==> src/rtl/twl_pkg.sv <==
package twl_pkg;
  // Increment with wrap for any modulus
  function automatic int wrap_inc(input int v, input int n);
    return (v + 1 >= n) ? 0 : v + 1;
  endfunction
endpackage

==> src/rtl/twl_rr_pick.sv <==
module twl_rr_pick #(
  parameter int N  = 8,
  parameter int IW = $clog2(N)
) (
  input  logic [N-1:0]  req_i,
  input  logic [IW-1:0] ptr_i,
  output logic          vld_o,
  output logic [IW-1:0] idx_o
);
  always_comb begin
    vld_o = 1'b0;
    idx_o = '0;
    for (int k = 0; k < N; k++) begin
      int c;
      c = int'(ptr_i) + k;
      if (c >= N) c = c - N;
      if (!vld_o && req_i[c]) begin
        vld_o = 1'b1;
        idx_o = IW'(c);
      end
    end
  end
endmodule

==> src/rtl/twl_age_fifo.sv <==
module twl_age_fifo #(
  parameter int DEPTH     = 32,
  parameter int W         = 5,
  parameter int INIT_CNT  = 24,
  parameter int INIT_BASE = 8,
  localparam int PW       = $clog2(DEPTH),
  localparam int CW       = $clog2(DEPTH + 1)
) (
  input  logic         clk_i,
  input  logic         rst_ni,
  input  logic         push_i,
  input  logic [W-1:0] push_data_i,
  input  logic         pop_i,
  output logic [W-1:0] head_o,
  output logic         empty_o,
  output logic [CW-1:0] cnt_o
);
  import twl_pkg::*;

  logic [W-1:0]  mem_q [DEPTH];
  logic [PW-1:0] rd_q, wr_q;
  logic [CW-1:0] cnt_q;

  assign head_o  = mem_q[rd_q];
  assign empty_o = (cnt_q == '0);
  assign cnt_o   = cnt_q;

  always_ff @(posedge clk_i or negedge rst_ni) begin
    if (!rst_ni) begin
      for (int i = 0; i < DEPTH; i++)
        mem_q[i] <= (i < INIT_CNT) ? W'(INIT_BASE + i) : '0;
      rd_q  <= '0;
      wr_q  <= PW'(INIT_CNT % DEPTH);
      cnt_q <= CW'(INIT_CNT);
    end else begin
      if (push_i) begin
        mem_q[wr_q] <= push_data_i;
        wr_q        <= PW'(wrap_inc(int'(wr_q), DEPTH));
      end
      if (pop_i && !empty_o) rd_q <= PW'(wrap_inc(int'(rd_q), DEPTH));
      case ({push_i, pop_i && !empty_o})
        2'b10:   cnt_q <= cnt_q + 1'b1;
        2'b01:   cnt_q <= cnt_q - 1'b1;
        default: cnt_q <= cnt_q;
      endcase
    end
  end
endmodule

==> src/rtl/twl_sched.sv <==
module twl_sched #(
  parameter int NUM_WARPS = 32,
  parameter int ACT_SLOTS = 8,
  localparam int WW = $clog2(NUM_WARPS),
  localparam int SW = $clog2(ACT_SLOTS),
  localparam int CW = $clog2(NUM_WARPS + 1)
) (
  input  logic                 clk_i,
  input  logic                 rst_ni,
  input  logic [NUM_WARPS-1:0] ready_i,
  input  logic                 long_lat_i,
  input  logic                 done_vld_i,
  input  logic [WW-1:0]        done_wid_i,
  output logic                 gnt_vld_o,
  output logic [WW-1:0]        gnt_wid_o
);
  import twl_pkg::*;

  logic [ACT_SLOTS-1:0] slot_vld_q;
  logic [WW-1:0]        slot_wid_q [ACT_SLOTS];
  logic [SW-1:0]        ptr_q;
  logic [NUM_WARPS-1:0] wait_q;

  logic [ACT_SLOTS-1:0] slot_req;
  logic [SW-1:0]        gnt_slot;
  logic                 retire, done_ok, fill_go, any_free;
  logic [SW-1:0]        free_slot, fill_slot;
  logic [WW-1:0]        q_head;
  logic                 q_empty;
  logic [CW-1:0]        q_cnt;

  for (genvar s = 0; s < ACT_SLOTS; s++) begin : g_req
    assign slot_req[s] = slot_vld_q[s] & ready_i[slot_wid_q[s]];
  end

  twl_rr_pick #(.N(ACT_SLOTS), .IW(SW)) i_pick (
    .req_i (slot_req),
    .ptr_i (ptr_q),
    .vld_o (gnt_vld_o),
    .idx_o (gnt_slot)
  );

  assign gnt_wid_o = slot_wid_q[gnt_slot];
  assign retire    = gnt_vld_o & long_lat_i;
  // Granted warp is active, so its wait bit is clear: issue wins by construction
  assign done_ok   = done_vld_i & wait_q[done_wid_i];

  always_comb begin
    any_free  = 1'b0;
    free_slot = '0;
    for (int s = ACT_SLOTS - 1; s >= 0; s--) begin
      if (!slot_vld_q[s]) begin
        any_free  = 1'b1;
        free_slot = SW'(s);
      end
    end
  end

  assign fill_go   = !q_empty && (retire || any_free);
  assign fill_slot = retire ? gnt_slot : free_slot;

  twl_age_fifo #(
    .DEPTH     (NUM_WARPS),
    .W         (WW),
    .INIT_CNT  (NUM_WARPS - ACT_SLOTS),
    .INIT_BASE (ACT_SLOTS)
  ) i_queue (
    .clk_i       (clk_i),
    .rst_ni      (rst_ni),
    .push_i      (done_ok),
    .push_data_i (done_wid_i),
    .pop_i       (fill_go),
    .head_o      (q_head),
    .empty_o     (q_empty),
    .cnt_o       (q_cnt)
  );

  always_ff @(posedge clk_i or negedge rst_ni) begin
    if (!rst_ni) begin
      slot_vld_q <= '1;
      for (int s = 0; s < ACT_SLOTS; s++) slot_wid_q[s] <= WW'(s);
      ptr_q  <= '0;
      wait_q <= '0;
    end else begin
      if (retire) slot_vld_q[gnt_slot] <= 1'b0;
      if (fill_go) begin
        slot_vld_q[fill_slot] <= 1'b1;
        slot_wid_q[fill_slot] <= q_head;
      end
      if (done_ok) wait_q[done_wid_i] <= 1'b0;
      if (retire)  wait_q[gnt_wid_o]  <= 1'b1;
      if (gnt_vld_o) ptr_q <= SW'(wrap_inc(int'(gnt_slot), ACT_SLOTS));
    end
  end
endmodule

==> config.mk <==
export PLATFORM = sky130hd
export DESIGN_NAME = twl_sched
export DESIGN_NICKNAME = d
export VERILOG_FILES = /design/src/rtl/twl_pkg.sv /design/src/rtl/twl_rr_pick.sv /design/src/rtl/twl_age_fifo.sv /design/src/rtl/twl_sched.sv
export SDC_FILE = /design/constraint.sdc
export NUM_CORES = 1
export LEC_CHECK = 0
export CAP_MARGIN = 5
export CORE_UTILIZATION = 50
export DETAILED_ROUTE_END_ITERATION = 16
export MAX_ROUTING_LAYER = met4
export PLACE_DENSITY_LB_ADDON = 0.3
export SLEW_MARGIN = 20
export SYNTH_ARGS = -nofsm -noshare
export SYNTH_HDL_FRONTEND = slang
export SYNTH_SLANG_ARGS = --single-unit
==> constraint.sdc <==
create_clock -name clk_i -period 11 [get_ports clk_i]
set_input_delay 3.3 -clock clk_i [delete_from_list [all_inputs] [get_ports clk_i]]
set_output_delay 3.3 -clock clk_i [all_outputs]
set_load 0.005 [all_outputs]
Word-level counts from Yosys, hierarchy flattened

Index checks and enable logic that the tools add are counted.

Register bits after elaboration: 259
Bits of input ports: 41
Output and inout bits: 6
Logic and storage cells: 266

Add/subtract/negate cells: 20
Order comparisons: 41
Eq/ne operators: 2
Multiplexer cells: 111
Bitwise operators: 20
Reductions and logical operators: 26

Operators by type and width:

| cell                  | number |
|---|---|
| $mux 32               | 10 |
| $lt 32x5->1 const B   | 8 |
| $ge 32x5->1 const B   | 7 |
| $sub 32x5->32 const B | 7 |
| $bwmux 160            | 1 |
| $lt 5x6->1 const B    | 10 |
| $mux 3                | 18 |
| $bmux 1 s5            | 9 |
| $mux 1                | 45 |
| $bwmux 40             | 1 |
| $mux 5                | 8 |
| $and 32x32->32        | 1 |
| $not 32->32           | 1 |
| $or 32x32->32         | 1 |
| $bmux 5 s5            | 1 |
| $demux 5 s5           | 1 |
| $bmux 1 s3            | 8 |
| $ge 6x6->1 const B    | 4 |
| $add 3x3->4 const B   | 4 |
| $mux 8                | 2 |
| $bmux 5 s3            | 1 |
| $demux 5 s3           | 1 |
| $logic_and 1x1->1     | 15 |
| $add 5x1->6 const B   | 2 |
| 27 further kinds      | 54 |

Longest topological paths before layout

Gate-level depths: netlist of the first run.

Depth after elaboration: 38
Gate-level depth with buffers: 24
Gate-level depth less buffers: 21

Modules after synthesis

Synthesis of the first run repeated with hierarchy kept, for this count alone.

Cells, all modules: 1151
Area, all modules: 15369.7 um^2

By module, submodules not included:

| module       | instances | cells an instance | area an instance (um^2) | sequential area each (um^2) |
|---|---|---|---|---|
| twl_age_fifo | 1         | 579               | 8421.8                  | 4494.3 |
| twl_sched    | 1         | 472               | 6134.6                  | 2102.0 |
| twl_rr_pick  | 1         | 100               | 813.3                   | 0.0 |

Worst setup path after synthesis of the first run

Ideal clock, no wire load.

Path type: input to output
From: input port ready_i[19]
To: output port gnt_wid_o[3]
Data arrival time: 7215 ps
Data required time: 7700 ps
Setup slack: 485 ps
Cell stages on the path: 13
Path buffers: 0
Cells stage by stage: mux4_1 > mux4_2 > o22ai_2 > or2_1 > mux2i_1 > mux4_2 > or3b_4 > or3_4 > a211o_1 > mux2_4 > and3_1 > or4_4 > inv_2

Cells in the longest elaborated chain, start to end: 32
Elaborated cells between the ends (all ways): 81
Classes of those cells: mux (58); bitwise (9); reduce/logical (14)

RTL lines:

| element                                     | line              | text |
|---|---|---|
| from (decl)                                 | twl_sched.sv:10   | `input logic [NUM_WARPS-1:0] ready_i,` |
| $bmux 1 s5                                  | twl_sched.sv:33   | `assign slot_req[s] = slot_vld_q[s] & ready_i[slot_wid_q[s]];` |
| $mux 1 (not written as such)                | twl_sched.sv:33   |  |
| $and 1x1->1                                 | twl_sched.sv:33   |  |
| $bmux 1 s3                                  | twl_rr_pick.sv:17 | `if (!vld_o && req_i[c]) begin` |
| $mux 1 (not written as such) (2 in a row)   | twl_rr_pick.sv:17 |  |
| $mux 1                                      | twl_rr_pick.sv:17 |  |
| $logic_not 1->1                             | twl_rr_pick.sv:17 |  |
| $logic_and 1x1->1                           | twl_rr_pick.sv:17 |  |
| [14 not listed]                             | n/a               |  |
| $logic_and 1x1->1                           | twl_rr_pick.sv:17 |  |
| $mux 1                                      | twl_rr_pick.sv:17 |  |
| $logic_not 1->1                             | twl_rr_pick.sv:17 |  |
| $logic_and 1x1->1                           | twl_rr_pick.sv:17 |  |
| $mux 3 *                                    | twl_rr_pick.sv:17 |  |
| $not 3->4 (not written as such) *           | twl_sched.sv:43   | `assign gnt_wid_o = slot_wid_q[gnt_slot];` |
| $bmux 5 s3 *                                | twl_sched.sv:43   |  |
| $mux 5 (not written as such) * (2 in a row) | twl_sched.sv:43   |  |
| to (decl)                                   | twl_sched.sv:15   | `output logic [WW-1:0] gnt_wid_o` |

Every way passes the cells marked *; elsewhere a longest branch is shown, timed or not. The select of a mux whose other input is x is not followed.

Worst setup path in the final report of the first run

From: input port ready_i[14]
To: output port gnt_wid_o[3]

Same word-level chain as after synthesis.

==> flow_summary.ini, run 1 <==
[run_status]
outcome = finished clean

[route]
drc = 0
drtPass1Iterations = 5
detail_route.iter0.violations = 784
via_per_inst = 6.38
totalWireLength_mm = 41.1
vias = 11200
detail-route-antenna-nets = 0
post_detailed_route_wirelength_per_cell_um = 23.5

[pwr]
ir_worst_vdd_uv = 308
total_switching_power_mw = 2.58
seq_power_share = 0.241
p_clk_frac = 0.142
report.power.total_mw = 6.38
pwr-share-comb = 0.616
p_per_area_nw_per_um2 = 349
sw_frac_of_total = 0.404
power.leakage_nw = 7.84
internal_power_mw = 3.80

[timing]
finalClockSkew_ps = 19.7
fmaxAchievable_mhz = 91.8
layout_worst_path_cycle_share = 0.990
final-hold-violation-count = 0
hold_slack_ps = 468
setup-violations-final = 0
worst_slew_pin_slew_ps = 1140
relSlewSlack = 0.243
fin_ws_ps = 107
drv_slew = 0
setup_repair_after_global_routing_missed_its_margin = no
timing.final.crit_period_ps = 10890

[clocking]
cts_made_buffers = 25
cts.reportedPaths.clkPinSlew_ps = 60
clock_tree.buffer_depth = 3
cts_root_buf = clkbuf_16
htreeDepth = 1
clock_insertion_delay_worst_skew_ps = 530
tritoncts_num_sinks = 259
cts_tree = yes
holdBufCountCts = 0

[finish]
num-fill-cells = 2510
final_net_count = 1388
mostFrequentLayoutCell = mux2_2
fin_util = 0.580
most_used_cells_in_the_layout_excluding_fill_and_tap_cells = mux2_2, dfrtp_1, mux4_2
area.growth.synth_to_final_pct = 14.5
drive_above_1_share = 0.501
fin_area_um2 = 18300
insertedDiodeCount = 0

[floorplanning]
boundaryPins = 47
initial_standard_cell_utilization_of_the_core = 0.507
floorplan.core_area_um2 = 31600
die_height_um = 181
std_cell_rows = 65
die_area_um2 = 32700
die_width_um = 181

[setup_path]
worstPathCellList = buf_2 -> mux4_2 -> mux4_2 -> nor2b_2 -> or3_4 -> mux2i_2 -> mux4_2 -> or3b_4 -> or3_4 -> a211o_1 -> mux2_4 -> and3b_1 -> or4_4 -> inv_4 -> buf_6
critical-path-top-cell-by-count = mux4_2
setup.worst_path.class = input port to output pin
timing.critical_path.max_delay_family = multiplexers
critPathLaunchType = input port
worstSetupEndpointType = output pin
cp.required_ps = 7700
crit_fanout = 5
cp_num_buf_inv = 3
crit_path_top_delay_cell = or4_4
cp.arrival_ps = 7590
critical_path.max_stage_delay_ps = 580

[placed_design]
hpwl_mm = 27.9
post_dp_cell_area_um2 = 17300
worst_slack_at_placement_ps = -748
count_of_input_and_output_buffers = 46
finalWeightedCongestion = 0.958

[synthesis]
synthDistinctLibCells = 73
synth-main-ff-cell = dfrtp_1
post_synth_inst_count = 1233
synth-seq-area-share = 0.412
synth-async-reset-ratio = 1.00
synth_area_um2 = 16000
postSynthRegisterBits = 259
yosys_warnings = 0
synth_edf_count = 0
postSynthNetCount = 1288
synth.avg_cell_area_um2 = 13.0

[grt]
grt_start_max_net_pins = 185
global_route.overflow_total = 0
globalRouteTotalUtil = 0.261
grt_antenna_before_repair = 0
grt_pass1_wl_mm = 65.0
grt_pass1_vias = 11500

[worst_hold_path]
hold_path_class = flip-flop to flip-flop

[job]
cap_violations = 0
## metrics by stage
step	setup TNS, ps	instances
after global placement	-3280	1688
after floorplan	0	1233
final	0	1753
after CTS	0	1747
after global routing	0	1753
after detailed placement	-3520	1688
## power by group through the flow
stage          clock network [mW]  registers [mW]  logic (mW)
6_report                    0.907            1.54        3.94
5_1_grt                     0.958            1.57        4.22
4_1_cts                     0.921            1.53        3.68
3_5_place_dp                    0            1.55        3.57
3_3_place_gp                    0            1.54        3.53
2_1_floorplan                   0            1.27        2.56
## cell type report
class	count	area [µm²]	share of cell area
clock inverter	10	164	0.00895
timing repair buffer	167	1270	0.0696
inverter	23	88.8	0.00485
clock buffer	35	703	0.0384
multi-input combinational	857	8980	0.490
sequential	259	6600	0.360
tap	402	503	0.0275
## state kept, by name (all words and copies together) (netlist names)
| name | count |
|---|---|
| slot_wid_q | 40 |
| slot_vld_q | 8 |
| i_queue.mem_q | 160 |
| i_queue.wr_q | 5 |
| ptr_q | 3 |
| i_queue.cnt_o | 6 |
| wait_q | 32 |
| i_queue.rd_q | 5 |
## routing by layer
metal	track usage	vias to the layer above	wire length, µm	share of wire
met3	0.0407	90	2560	0.062
met2	0.409	384	19700	0.48
met1	0.349	5778	17600	0.43
li1	-	4934	-	-
met5	-	-	0	0
met4	0.0848	0	1260	0.031
## cell families (layout without fill, tap and decap cells)
group                      after synthesis  count (layout)  share of synthesized area
muxes                                  437             437                      0.399
DFF                                    259             259                      0.412
and+or+nand+nor                        219             219                     0.0706
AOI/OAI and AO/OA                      175             175                     0.0689
buffers and inverters                  117             235                     0.0308
adders and majority gates               14              14                     0.0114
xor gates and xnor gates                12              12                    0.00657
## path summary, 6_finish.rpt
kind / start / end / slack (ps) / depth (start not counted)
worst max-delay path: ready_i[14] / gnt_wid_o[3] / 110 / 15
worst min-delay path: i_queue.cnt_o[5] / i_queue.cnt_o[5] / 470 / 1
worst max register to register: ptr_q[0] / i_queue.cnt_o[5] / 4090 / 24
worst min register to register: i_queue.cnt_o[5] / i_queue.cnt_o[5] / 470 / 1
max in group asynchronous: rst_ni / i_queue.rd_q[0] / 6850 / 2
min in group asynchronous: rst_ni / i_queue.mem_q[139] / 2760 / 1
## cell usage after synthesis, types with 7 or more instances
| cell | n | area (µm²) |
|---|---|---|
| mux2_2 | 210 | 2360 |
| dfrtp_1 | 167 | 4180 |
| mux4_2 | 121 | 2730 |
| dfstp_2 | 92 | 2420 |
| o21ai_0 | 83 | 415 |
| mux2i_1 | 80 | 801 |
| nand2_1 | 72 | 270 |
| clkbuf_1 | 59 | 221 |
| nor2_1 | 30 | 113 |
| nand3_1 | 24 | 120 |
| a21oi_1 | 18 | 90.1 |
| inv_1 | 18 | 67.6 |
| buf_2 | 16 | 80.1 |
| mux2_4 | 16 | 240 |
| and2_1 | 13 | 81.3 |
| ha_1 | 13 | 163 |
| nor2b_1 | 13 | 81.3 |
| buf_1 | 12 | 45.0 |
| nor3_1 | 10 | 50.1 |
| or3_1 | 10 | 62.6 |
| mux4_1 | 9 | 236 |
| nand2b_1 | 9 | 56.3 |
| o21ai_1 | 8 | 40.0 |
| a221oi_1 | 7 | 61.3 |
| xnor2_1 | 7 | 61.3 |
## what timing repair did
action / in CTS / in global routing
gates cloned: 0 / 1
setup buffers: 14 / 5
resized for setup: 158 / 19
endpoints found under the setup margin: 5 / 5
pin swaps: 11 / 9
hold endpoints to repair: 0 / 0
(Power assumes the default switching activity.)
==> run 2: changes to the inputs <==
--- a/config.mk
+++ b/config.mk
@@ -5,6 +5,7 @@
 export SDC_FILE = /design/constraint.sdc
 export NUM_CORES = 1
 export LEC_CHECK = 0
+export ABC_AREA = 1
 export CAP_MARGIN = 5
 export CORE_UTILIZATION = 50
 export DETAILED_ROUTE_END_ITERATION = 16
==> flow_summary.ini, run 2 <==
[synthesis]
synth_area_um2 = 16100
yosysTopAreaCellShare = 0.259
yosys.area.top_type = dfrtp_1
postSynthRegisterBits = 259
yosys_warnings = 0
synth.avg_cell_area_um2 = 6.91
postSynthNetCount = 2386
synth-main-ff-cell = dfrtp_1
synth_edf_count = 0
commonest_cells_in_the_netlist = nand2_1, o21ai_0, nand3_1, dfrtp_1, nor2_1
synthDistinctLibCells = 46
synth.area.top_cells = dfrtp_1, nand2_1, dfstp_2
synth-seq-area-share = 0.410
synth.most_common_cell = nand2_1
synth-async-reset-ratio = 1.00
post_synth_inst_count = 2331

[clocking]
post_cts_resize_count = 0
cts.reportedPaths.clkPinSlew_ps = 60
clock_insertion_delay_worst_skew_ps = 550
tritoncts_num_sinks = 259
holdBufCountCts = 0
htreeDepth = 1
clock_tree.buffer_depth = 3
cts_made_buffers = 26
post_cts.repair.setup_buffers = 0
cts_root_buf = clkbuf_16
cts_tree = yes

[floorplanning]
die_area_um2 = 32900
floorplan.core_area_um2 = 31600
boundaryPins = 47
std_cell_rows = 65
die_width_um = 181
initial_standard_cell_utilization_of_the_core = 0.509
die_height_um = 181

[finish]
mostFrequentLayoutCell = nand2_1
final_net_count = 2340
fin_area_um2 = 17400
layout.cells.non_filler = 2707
largest_registers = i_queue.mem_q x160, slot_wid_q x40, wait_q x32
drive_above_1_share = 0.0907
fin_util = 0.549
max_ffs_per_register = 160
most_used_cells_in_the_layout_excluding_fill_and_tap_cells = nand2_1, o21ai_0, nand3_1
insertedDiodeCount = 0
largest_register_by_flop_count = i_queue.mem_q
area.growth.synth_to_final_pct = 7.86

[timing]
hold_slack_ps = 478
layout_worst_path_cycle_share = 0.968
setup_repair_after_global_routing_missed_its_margin = no
final.setup.tns_ps = 0
final-hold-violation-count = 0
timing.final.crit_period_ps = 10650
finalClockSkew_ps = 20.3
worst_slew_pin_slew_ps = 1050
drv_slew = 0
setup-violations-final = 0
relSlewSlack = 0.293
fmaxAchievable_mhz = 93.9

[grt]
global_route.overflow_total = 0
grt_start_max_net_pins = 145
globalRouteTotalUtil = 0.321
grt_pass1_vias = 15200
grt_antenna_before_repair = 0
grt_pass1_wl_mm = 82.2

[pwr]
pwr-share-comb = 0.579
power.leakage_nw = 7.92
p_clk_frac = 0.142
sw_frac_of_total = 0.530
seq_power_share = 0.278
p_per_area_nw_per_um2 = 364
internal_power_mw = 2.97
ir_worst_vdd_uv = 198
total_switching_power_mw = 3.35

[route]
totalWireLength_mm = 50.6
via_per_inst = 5.92
drtPass1Iterations = 7
drc = 0
detail_route.iter0.violations = 1806
post_detailed_route_wirelength_per_cell_um = 18.7
vias = 16000
detail-route-antenna-nets = 0

[placed_design]
place.detailed.instances = 2657
count_of_input_and_output_buffers = 46
post_dp_cell_area_um2 = 16400
finalWeightedCongestion = 1.01
hpwl_mm = 34.6

[setup_path]
timing.critical_path.max_delay_family = simple AND/OR/NAND/NOR gates
critPathLaunchType = input port
critical_path.max_stage_delay_ps = 720
critical-path-top-cell-by-count = nand2_1
crit_fanout = 16
cp.arrival_ps = 7350
setup.worst_path.class = input port to output pin
worstPathCellList = clkdlybuf4s50_1 -> nand2_1 -> nand3_1 -> nand3_1 -> nand2_1 -> nand2_1 -> nand3_1 -> nand3_1 -> nand2_1 -> nand2_1 -> nand2_1 -> nand2_1 -> o21ai_0 -> nand4_1 -> nand3_2 -> nand2_4 -> o21ai_0 -> nand2_1 -> nand2_1 -> inv_1 -> nand2_1 -> clkdlybuf4s50_1
worstSetupEndpointType = output pin
cp.required_ps = 7700
cp_num_buf_inv = 3
crit_path_top_delay_cell = clkdlybuf4s50_1
timing.reg2reg.setup_slack_ps = 5370

[job]
cap_violations = 0

[worst_hold_path]
hold_path_class = flip-flop to flip-flop

[run_status]
outcome = finished clean
run 2: path summary, 6_finish.rpt:
| kind | start | to | depth (start not counted) |
|---|---|---|---|
| min reg2reg | i_queue.mem_q[91] | i_queue.mem_q[91] | 2 |
| min | i_queue.mem_q[91] | i_queue.mem_q[91] | 2 |
| min in group asynchronous | rst_ni | i_queue.mem_q[111] | 1 |
| max | ready_i[25] | gnt_wid_o[2] | 22 |
| max reg2reg | ptr_q[1] | i_queue.cnt_o[5] | 26 |
| max in group asynchronous | rst_ni | i_queue.cnt_o[2] | 2 |
run 2: cells by family (layout without fill, tap and decap cells):
group	after synthesis	after routing	share of synthesized area
AOI/OAI and AO/OA	408	408	0.138
xor gates and xnor gates	9	9	0.00489
adders and majority gates	14	14	0.0113
buffers and inverters	255	228	0.0761
DFF	259	259	0.410
and+or+nand+nor	1386	1387	0.360
run 2: power by group through the flow:
stage          sequential [mW]  clock (mW)  combinational, mW
6_report                  1.76       0.901               3.66
5_1_grt                   1.79       0.947               4.12
4_1_cts                   1.74       0.913               3.59
3_5_place_dp              1.75           0               3.57
3_3_place_gp              1.74           0               3.52
2_1_floorplan             1.48           0               2.82
run 2: per-layer routing:
layer | track usage | part of all wire | up-vias
li1 | - | - | 7575
met1 | 0.414 | 0.43 | 7672
met2 | 0.517 | 0.47 | 636
met3 | 0.0347 | 0.067 | 130
met4 | 0.134 | 0.040 | 0
met5 | - | 0 | -
run 2: final cells by class:
class / instances / area [µm²]
clock inverter: 6 / 52.6
timing repair buffer: 60 / 603
sequential: 259 / 6600
inverter: 120 / 470
fill: 3035 / 14300
tap: 402 / 503
multi-input combinational: 1818 / 8310
clock buffer: 42 / 831
run 2: worst register-to-register path: cells and delay by family (launching register included):
family	cells	cell delay, ps
xor gates and xnor gates	1	140
AOI/OAI and AO/OA	3	520
DFF	1	670
and+or+nand+nor	14	1920
adders and majority gates	3	1250
buffers and inverters	5	1040
run 2: per-stage QoR:
stage | worst slack, ps | power, mW
finish | 348 | 6.33
global route | 5.74 | 6.85
CTS | 355 | 6.24
detailed placement | 363 | 5.32
global placement | 387 | 5.27
floorplan | 2200 | 4.30
